$ cat config.mk
export PLATFORM = sky130hd
export DESIGN_NAME = sdram_init_seq
export DESIGN_NICKNAME = d
export VERILOG_FILES = /design/src/rtl/sdram_init_pkg.sv /design/src/rtl/sdram_mode_calc.sv /design/src/rtl/sdram_cmd_table.sv /design/src/rtl/sdram_init_timer.sv /design/src/rtl/sdram_init_seq.sv
export SDC_FILE = /design/constraint.sdc
export NUM_CORES = 1
export LEC_CHECK = 0
export BUFFER_PORTS_ARGS = -buffer_cell sky130_fd_sc_hd__buf_2
export CAP_MARGIN = 10
export CORE_MARGIN = 2
export CORE_UTILIZATION = 25
export DETAILED_ROUTE_END_ITERATION = 7
export PLACE_DENSITY = 0.42
export SLEW_MARGIN = 20
export SYNTH_ARGS = -nofsm -noshare
export SYNTH_HDL_FRONTEND = slang
export SYNTH_SLANG_ARGS = --single-unit
export TNS_END_PERCENT = 50
$ cat constraint.sdc
create_clock -name clk -period 4.8 [get_ports clk]
set_input_delay 0.24 -clock clk [delete_from_list [all_inputs] [get_ports clk]]
set_output_delay 0.24 -clock clk [all_outputs]
set_load 0.03 [all_outputs]
$ cat src/rtl/sdram_init_pkg.sv
// Package: shared command encoding and sequencer state type.
// Assumes: command codes are fixed by the SDRAM controller's decoder.
package sdram_init_pkg;
    typedef enum logic [1:0] {
        CMD_NOP       = 2'd0,
        CMD_MODE_SET  = 2'd1,
        CMD_AUTO_REF  = 2'd2,
        CMD_PRECHARGE = 2'd3
    } sdram_cmd_e;

    typedef enum logic [2:0] {
        ST_IDLE,
        ST_WAIT,
        ST_SLOT,
        ST_GAP,
        ST_DONE
    } seq_state_e;
endpackage

$ cat src/rtl/sdram_mode_calc.sv
// Module: combinational mode-register data calculation.
// Derives the CAS latency from the code and the clock speed, picks the
// 32-bit value and halves it for a 16-bit bus. A nonzero override wins.
// Assumes: the caller latches the result when the sequence starts.
module sdram_mode_calc #(
    parameter int MODE_W = 8
) (
    input  logic [1:0]        cas_code,
    input  logic              speed_100,
    input  logic              width_32,
    input  logic [MODE_W-1:0] override,
    output logic [MODE_W-1:0] mode
);
    logic              cas3;
    logic [MODE_W-1:0] base;

    // Decode CAS latency and form the mode value
    always_comb begin
        cas3 = speed_100 ? (cas_code != 2'd0) : (cas_code != 2'd1);
        base = cas3 ? MODE_W'(8'h60) : MODE_W'(8'h40);
        if (override != '0)
            mode = override;
        else if (width_32)
            mode = base;
        else
            mode = base >> 1;
    end
endmodule

$ cat src/rtl/sdram_cmd_table.sv
// Module: maps a slot index within a pass to its command code.
// Even slots: precharge, N_REFRESH auto-refreshes, mode set; odd slots NOP.
// Assumes: slot is below 2*(N_REFRESH+2).
module sdram_cmd_table
    import sdram_init_pkg::*;
#(
    parameter int N_REFRESH = 8,
    parameter int SLOT_W    = 5
) (
    input  logic [SLOT_W-1:0] slot,
    output sdram_cmd_e        code
);
    logic [SLOT_W-1:0] idx;

    // Select the code for the command position of this slot
    always_comb begin
        idx = slot >> 1;
        if (slot[0])
            code = CMD_NOP;
        else if (idx == '0)
            code = CMD_PRECHARGE;
        else if (idx == SLOT_W'(N_REFRESH + 1))
            code = CMD_MODE_SET;
        else
            code = CMD_AUTO_REF;
    end
endmodule

$ cat src/rtl/sdram_init_timer.sv
// Module: phase counter, cleared at the end of each wait or gap phase.
// Assumes: the width holds the longest phase length.
module sdram_init_timer #(
    parameter int CNT_W = 14
) (
    input  logic             clk,
    input  logic             rst_n,
    input  logic             clear,
    output logic [CNT_W-1:0] cnt
);
    // Count cycles within the current phase
    always_ff @(posedge clk) begin
        if (!rst_n || clear)
            cnt <= '0;
        else
            cnt <= cnt + 1'b1;
    end
endmodule

$ cat src/rtl/sdram_init_seq.sv
// Module: top of the SDRAM power-up initialization sequencer.
// Runs N_PASSES passes, each a WAIT_CYCLES wait followed by the slot stream,
// with GAP_CYCLES idle cycles after every slot. Refresh is held off until done.
// Assumes: GAP_CYCLES >= 1, WAIT_CYCLES >= 1, synchronous active-low reset.
module sdram_init_seq
    import sdram_init_pkg::*;
#(
    parameter int WAIT_CYCLES = 10000,
    parameter int GAP_CYCLES  = 5,
    parameter int N_REFRESH   = 8,
    parameter int N_PASSES    = 2,
    parameter int MODE_W      = 8
) (
    input  logic              clk,
    input  logic              rst_n,
    input  logic              start,
    input  logic [1:0]        cas_code,
    input  logic              speed_100,
    input  logic              width_32,
    input  logic [MODE_W-1:0] mode_override,
    output logic [1:0]        cmd,
    output logic              cmd_valid,
    output logic              refresh_en,
    output logic [MODE_W-1:0] mode_data,
    output logic              done
);
    localparam int SLOTS  = 2 * (N_REFRESH + 2);
    localparam int SLOT_W = $clog2(SLOTS + 1);
    localparam int PASS_W = $clog2(N_PASSES + 1);
    localparam int LONGEST = (WAIT_CYCLES > GAP_CYCLES) ? WAIT_CYCLES : GAP_CYCLES;
    localparam int CNT_W  = $clog2(LONGEST + 1);

    seq_state_e        state;
    logic [SLOT_W-1:0] slot;
    logic [PASS_W-1:0] pass;
    logic [CNT_W-1:0]  cnt;
    logic [MODE_W-1:0] mode_next;
    sdram_cmd_e        slot_code;
    logic              wait_end, gap_end, phase_clear;

    sdram_mode_calc #(.MODE_W(MODE_W)) i_calc (
        .cas_code (cas_code),
        .speed_100(speed_100),
        .width_32 (width_32),
        .override (mode_override),
        .mode     (mode_next)
    );

    sdram_cmd_table #(.N_REFRESH(N_REFRESH), .SLOT_W(SLOT_W)) i_table (
        .slot(slot),
        .code(slot_code)
    );

    sdram_init_timer #(.CNT_W(CNT_W)) i_timer (
        .clk  (clk),
        .rst_n(rst_n),
        .clear(phase_clear),
        .cnt  (cnt)
    );

    // Detect the last cycle of a wait or gap phase
    always_comb begin
        wait_end    = (state == ST_WAIT) && (cnt == CNT_W'(WAIT_CYCLES - 1));
        gap_end     = (state == ST_GAP)  && (cnt == CNT_W'(GAP_CYCLES - 1));
        phase_clear = wait_end || gap_end || (state == ST_IDLE) ||
                      (state == ST_SLOT) || (state == ST_DONE);
    end

    // Sequencer state, slot and pass tracking, mode latch
    always_ff @(posedge clk) begin
        if (!rst_n) begin
            state     <= ST_IDLE;
            slot      <= '0;
            pass      <= '0;
            mode_data <= '0;
        end else begin
            case (state)
                ST_IDLE, ST_DONE: begin
                    if (start) begin
                        mode_data <= mode_next;
                        slot      <= '0;
                        pass      <= '0;
                        state     <= ST_WAIT;
                    end
                end
                ST_WAIT: if (wait_end) state <= ST_SLOT;
                ST_SLOT: state <= ST_GAP;
                ST_GAP: begin
                    if (gap_end) begin
                        if (slot == SLOT_W'(SLOTS - 1)) begin
                            slot <= '0;
                            if (pass == PASS_W'(N_PASSES - 1)) begin
                                state <= ST_DONE;
                            end else begin
                                pass  <= pass + 1'b1;
                                state <= ST_WAIT;
                            end
                        end else begin
                            slot  <= slot + 1'b1;
                            state <= ST_SLOT;
                        end
                    end
                end
                default: state <= ST_IDLE;
            endcase
        end
    end

    // Drive command outputs and completion flags from the state
    always_comb begin
        cmd_valid  = (state == ST_SLOT);
        cmd        = cmd_valid ? slot_code : CMD_NOP;
        done       = (state == ST_DONE);
        refresh_en = (state == ST_DONE);
    end

    // ---------------- assertions ----------------
    logic              busy;
    logic [CNT_W-1:0]  since_strobe;
    logic              seen_strobe;

    assign busy = (state == ST_WAIT) || (state == ST_SLOT) || (state == ST_GAP);

    // Track idle cycles since the last strobe within a run
    always_ff @(posedge clk) begin
        if (!rst_n || !busy) begin
            since_strobe <= '0;
            seen_strobe  <= 1'b0;
        end else if (cmd_valid) begin
            since_strobe <= '0;
            seen_strobe  <= 1'b1;
        end else if (since_strobe != '1) begin
            since_strobe <= since_strobe + 1'b1;
        end
    end


    strobe_spacing_chk: assert property (@(posedge clk) disable iff (!rst_n)
        (cmd_valid && seen_strobe) |-> (since_strobe >= CNT_W'(GAP_CYCLES)));


    single_strobe_chk: assert property (@(posedge clk) disable iff (!rst_n)
        cmd_valid |=> !cmd_valid);


    idle_nop_chk: assert property (@(posedge clk) disable iff (!rst_n)
        !cmd_valid |-> (cmd == CMD_NOP));


    refresh_hold_chk: assert property (@(posedge clk) disable iff (!rst_n)
        busy |-> !refresh_en);


    mode_stable_chk: assert property (@(posedge clk) disable iff (!rst_n)
        (busy && $past(busy)) |-> $stable(mode_data));


    done_hold_chk: assert property (@(posedge clk) disable iff (!rst_n)
        (done && !start) |=> done);
endmodule

==> reports/results.ini, run 1 <==
[timing]
max_freq_ghz = 0.454
rsz0062_at_grt = false
finalHoldViolations = 0
slew_headroom = 0.339
slew_viol_final = 0
tns_ns = 0
timing.final.ws_setup_ns = 2.60
worst_pin_slew_ns = 0.987
period_share = 0.459
setup_violations = 0
finalClockSkew_ns = 0.00821
min_period_ns = 2.20

[power]
pwr-share-clk = 0.429
seqPwrFrac = 0.458
comb_power_share = 0.113
power_switching_w = 0.000164
power.density_nw_per_um2 = 316
internal-power_w = 0.000451
p_sw_frac = 0.267
leakage_nw = 0.687
vdd_drop_max_uv = 114

[critical_path]
worst_r2r_path_depth = 6
start_kind = register
arrival_ns = 2.33
end_kind = register
critical_path.max_fanout = 14
required_ns = 4.93
worst-setup-path-type = register to register

[place]
place_area_sq_um = 1840
hpwl_um = 2750
gp_congestion = 0.756
place_ws_ns = 2.59
dpl.cell_count = 293
portBuffers = 27

[cts]
cts.sinks = 32
numCtsBuffers = 5
clockBufferDepth = 2
clock_latency_ns = 0.29
post-cts-setup-buffers = 0
ctsHtreeMaxLevel = 2
cts-resized-gates = 0
cts_tree = built
clkTransAtPathRegs_ns = 0.08
cts_root_buffer = clkbuf_8
holdBufCountCts = 0

[drt]
wirelength_um = 3920
vias = 1494
drt_first_iter_violations = 48
via_per_inst = 4.96
firstDrtPassIters = 4
antenna_left = 0
wl_per_cell_um = 13.0
post-route-drc-count = 0

[final_layout]
layout_common_cells = 32 x dfxtp_1, 27 x buf_2, 20 x nor3_1, 18 x nand2_1
syn_to_final_growth_pct = 17.9
final_util = 0.305
final_cells = 301
drive_gt1_frac = 0.188
design_area_sq_um = 1950
num_antenna_cells = 0
final_common_cell = dfxtp_1
finalNetCount = 242

[logic_synthesis]
synth_area_sq_um = 1650
ys_top_cells_by_area = dfxtp_1 39%, nor3_1 6.1%, xnor2_1 5.8%
ys.warnings.count = 0
synth_nets = 220
yosys.area.top_type = dfxtp_1
syn_area_per_cell_sq_um = 8.22
synth_top_area_frac = 0.388
synth.yosys.seq_area_share = 0.388
ys_ff_latch = 32
syn_inst = 201
synth_cell_types = 42

[global_route]
grt-ovfl-total = 0
antenna_found_initial = 0
grt_max_degree = 15
grt_pass1_vias = 1382
grt_pass1_wl_um = 6580
track_usage = 0.111

[die]
die_w_um = 85.3
initial_core_util = 0.259
coreArea_sq_um = 6390
ioPinCount = 28
die_y_um = 85.3
num_rows = 29
die_area_sq_um = 7280

[worst_hold_path]
min_path_cells = 3
hold_path.class = input port to register

[flow_run]
drv_cap = 0

[outcome]
status = finished, final reports clean

## per-stage QoR
stage / hold slack (ns) / power [W]
floorplan: 0.376 / 0.000336
global placement: 0.442 / 0.000359
detailed placement: 0.447 / 0.000358
CTS: 0.183 / 0.000624
global route: 0.199 / 0.000644
finish: 0.193 / 0.000615
## critical path: stages, from the launching register on
cell and delay (ns):
dfxtp_1 0.35, inv_1 0.08, ha_1 0.15, and4bb_2 0.23
nand4_1 0.26, nor2_1 0.84, nor3_1 0.14
## registers in the layout, indices dropped and copies added, names as in the netlist
register	flops
i_timer.cnt	14
mode_data	8
slot	5
state	3
pass	2
## cells by family (layout without fill, tap and decap cells)
| family | Yosys count | count (layout) | synth area share |
|---|---|---|---|
| and+or+nand+nor | 98 | 98 | 0.327 |
| AOI/OAI and AO/OA | 32 | 32 | 0.122 |
| DFF | 32 | 32 | 0.388 |
| buffers and inverters | 19 | 42 | 0.0469 |
| xor gates and xnor gates | 14 | 14 | 0.0742 |
| adders and majority gates | 4 | 4 | 0.0303 |
| muxes | 2 | 2 | 0.0121 |
## worst paths after layout
kind                                  start                   endpoint  slack (ns)
hold reg to reg   mode_data[7]$_SDFFE_PN0P_  mode_data[7]$_SDFFE_PN0P_        0.46
hold / removal             mode_override[3]  mode_data[3]$_SDFFE_PN0P_        0.19
setup reg to reg  i_timer.cnt[0]$_SDFF_PP0_  i_timer.cnt[4]$_SDFF_PP0_        2.60
setup / recovery  i_timer.cnt[0]$_SDFF_PP0_  i_timer.cnt[4]$_SDFF_PP0_        2.60
## power by group through the flow
stage / Combinational, W / Sequential, W / Clock (W)
4_1_cts: 0.0000707 / 0.000282 / 0.000271
3_3_place_gp: 0.0000708 / 0.000288 / 0
3_5_place_dp: 0.0000699 / 0.000288 / 0
5_1_grt: 0.0000768 / 0.000284 / 0.000283
2_1_floorplan: 0.0000398 / 0.000296 / 0
6_report: 0.0000696 / 0.000282 / 0.000264
## metal layers
layer / global-route usage / vias to the layer above / wire length (um)
li1: - / 770 / -
met1: 0.153 / 690 / 2020
met2: 0.168 / 29 / 1670
met3: 0.0311 / 5 / 188
met4: 0.0346 / 0 / 36
met5: 0 / - / 0
## final cells by class
class / instances / area (sq um)
clock buffers: 5 / 68.8
clock inverters: 3 / 42.5
fillers: 692 / 4440
inverters: 6 / 22.5
multi-input cells: 150 / 935
flip-flops and latches: 32 / 641
well taps: 77 / 96.3
repair buffers: 28 / 143
## synthesized netlist by cell type
cell type and instances:
and2_1 2, buf_4 1, nand2b_1 3, clkbuf_1 10
or4_1 2, nor4bb_1 1, a211oi_1 2, or3b_2 1
and3_1 3, a21oi_1 13, or4_4 1, o41ai_1 1
nand2_1 18, a31oi_1 2, buf_2 2, a41o_1 1
and4bb_2 1, dfxtp_1 32, inv_1 6, nor3b_1 1
nor3_1 20, mux2i_1 2, and4_1 2, xnor2_1 11
nor4_1 4, a211o_2 1, nand4bb_1 1, nand4_1 7
o32ai_1 1, o211a_1 1, xor2_1 3, or3b_1 1
nand3_1 11, nor2_1 13, ha_1 4, o211ai_1 2
or3_1 3, nand3b_1 1, o221a_2 1, nor4_2 1
o21ai_0 7, and3b_1 1
Note: power is estimated with default switching activity, not from simulation.
==> inputs of run 2 (changes only) <==
--- a/config.mk
+++ b/config.mk
@@ -10,7 +10,7 @@
 export CORE_MARGIN = 2
 export CORE_UTILIZATION = 25
 export DETAILED_ROUTE_END_ITERATION = 7
-export PLACE_DENSITY = 0.42
+export PLACE_DENSITY = 0.43
 export SLEW_MARGIN = 20
 export SYNTH_ARGS = -nofsm -noshare
 export SYNTH_HDL_FRONTEND = slang
==> constraint.sdc (replaced) <==
create_clock -name clk -period 1.8 [get_ports clk]
set_input_delay 0.09 -clock clk [delete_from_list [all_inputs] [get_ports clk]]
set_output_delay 0.09 -clock clk [all_outputs]
set_load 0.03 [all_outputs]
==> run 2 against run 1 <==
Maximum frequency increased by 29%. Via count increased by 3.1%. Worst hold slack got worse by 0.14 ns. Sequential share of layout area decreased by 1.7 points. First-iteration DRC count increased by 10%. Critical path type unchanged. Global-route usage increased by 0.62 points. Flip-flop and latch count unchanged. Critical endpoint is now slot[0]$_SDFFE_PN0P_. Clock skew increased by 0.0051 ns. Clock power increased to 2.6 times the previous value. Cell count increased by 4.0%. Sequential power increased to 2.7 times the previous value.
==> reports/results.ini, run 2 (synthesis results as in run 1) <==
[drt]
via_per_inst = 4.92  ; -0.81%
firstDrtPassIters = 4  ; unchanged
wirelength_um = 4010  ; +2.3%
drt_first_iter_violations = 53  ; +10%
wl_per_cell_um = 12.8  ; -1.6%
antenna_left = 0  ; unchanged
post-route-drc-count = 0  ; unchanged
vias = 1541  ; +3.1%

[final_layout]
num_antenna_cells = 0  ; unchanged
final_util = 0.323  ; +0.0182
finalNetCount = 254  ; +5.0%
final_common_cell = dfxtp_1
largest_register_ffs = 14  ; unchanged
regMostFlops = i_timer.cnt
drive_gt1_frac = 0.254  ; +0.0667
syn_to_final_growth_pct = 24.9
layout_common_cells = 30 x dfxtp_1, 26 x buf_2, 20 x nor3_1, 18 x nand2_1, 14 x buf_4
design_area_sq_um = 2060  ; +6.0%
reg_top3 = i_timer.cnt (14), mode_data (8), slot (5)

[global_route]
antenna_found_initial = 0  ; unchanged
grt-ovfl-total = 0  ; unchanged
track_usage = 0.117  ; +0.00621
grt_pass1_vias = 1502  ; +8.7%
grt_pass1_wl_um = 6890  ; +4.7%
grt_max_degree = 15  ; unchanged

[cts]
clkTransAtPathRegs_ns = 0.08  ; about the same
cts.sinks = 32  ; unchanged
post-cts-setup-buffers = 0  ; unchanged
clockBufferDepth = 2  ; unchanged
ctsHtreeMaxLevel = 2  ; unchanged
cts_root_buffer = clkbuf_8
cts_tree = built
numCtsBuffers = 5  ; unchanged
clock_latency_ns = 0.29  ; about the same

[timing]
period_share = 0.952  ; +0.493
max_freq_ghz = 0.583  ; +29%
worst_pin_slew_ns = 0.436  ; -0.552 ns
slew_viol_final = 0  ; unchanged
finalClockSkew_ns = 0.0133  ; +0.00512 ns
setup_violations = 0  ; unchanged
min_period_ns = 1.71  ; -0.490 ns
tns_ns = 0  ; unchanged
finalHoldViolations = 0  ; unchanged
rsz0062_at_grt = false
slew_headroom = 0.709  ; +0.370

[critical_path]
path_cells = inv_1 > ha_1 > and4bb_2 > nand4_1 > or4_1 > a21oi_1
cp_num_buf_inv = 1  ; unchanged
arrival_ns = 1.94  ; -0.39 ns
slowest_stage = or4_1
critical_path.max_fanout = 4  ; -10
start_kind = register
required_ns = 2.03  ; -2.90 ns
worst-setup-path-type = register to register
end_kind = register
slowest_delay_ns = 0.55  ; -0.29 ns
crit_family = simple AND/OR/NAND/NOR gates

[place]
gp_congestion = 0.745  ; -1.4%
place_area_sq_um = 1930  ; +5.2%
portBuffers = 27  ; unchanged
hpwl_um = 2910  ; +5.7%

[die]
ioPinCount = 28  ; unchanged
initial_core_util = 0.259  ; unchanged
coreArea_sq_um = 6390  ; unchanged
die_y_um = 85.3  ; unchanged
die_area_sq_um = 7280  ; unchanged
num_rows = 29  ; unchanged
die_w_um = 85.3  ; unchanged

[power]
vdd_drop_max_uv = 347  ; +200%
power.density_nw_per_um2 = 794  ; +150%
leakage_nw = 0.757  ; +10%

[flow_run]
drv_cap = 0  ; unchanged

[worst_hold_path]
hold_path.class = input port to register

[outcome]
status = finished, final reports clean

==> run 2: what timing repair did <==
action,CTS,global route
setup endpoints to repair,0,5
gates resized for setup,0,7
hold buffers,0,0
==> run 2: metal layers <==
metal,vias to the layer above,track usage,part of all wire,wire [um]
met4,0,0.0390,0.0092,37
met2,36,0.188,0.45,1790
met3,4,0.0350,0.049,195
met5,-,0,0,0
met1,701,0.150,0.49,1980
li1,800,-,-,-
==> run 2: final timing paths <==
path	from	end	slack, ns	depth (start not counted)
hold reg to reg	mode_data[7]$_SDFFE_PN0P_	mode_data[7]$_SDFFE_PN0P_	0.46	2
setup / recovery	i_timer.cnt[1]$_SDFF_PP0_	slot[0]$_SDFFE_PN0P_	0.09	6
setup reg to reg	i_timer.cnt[1]$_SDFF_PP0_	slot[0]$_SDFFE_PN0P_	0.09	6
hold / removal	mode_override[3]	mode_data[3]$_SDFFE_PN0P_	0.05	3
==> run 2: area by class of cell <==
cell class	count	area, sq um
inverters	6	22.5
clock buffers	5	68.8
flip-flops and latches	32	643
multi-input cells	150	956
clock inverters	3	42.5
well taps	77	96.3
fillers	700	4320
repair buffers	40	235
==> run 2: worst register-to-register path, stage by stage (launching register included) <==
cell	delay (ns)
dfxtp_1	0.33
inv_1	0.06
ha_1	0.13
and4bb_2	0.25
nand4_1	0.20
or4_1	0.55
a21oi_1	0.14
==> run 2: report_power, final <==
part | leakage (nW) | internal (W) | switching (W)
Clock | 0.0541 | 0.000410 | 0.000285
Sequential | 0.261 | 0.000731 | 0.0000196
Combinational | 0.443 | 0.0000659 | 0.000127
==> run 2: through the flow <==
step,power (W),hold slack [ns],cells,setup slack [ns]
after floorplan,0.000896,0.226,201,0.138
after global placement,0.000963,0.349,305,0.122
after detailed placement,0.000960,0.356,305,0.0749
after CTS,0.00167,0.0428,313,0.00350
after global routing,0.00173,0.0429,313,0.0109
final,0.00164,0.0493,313,0.0860
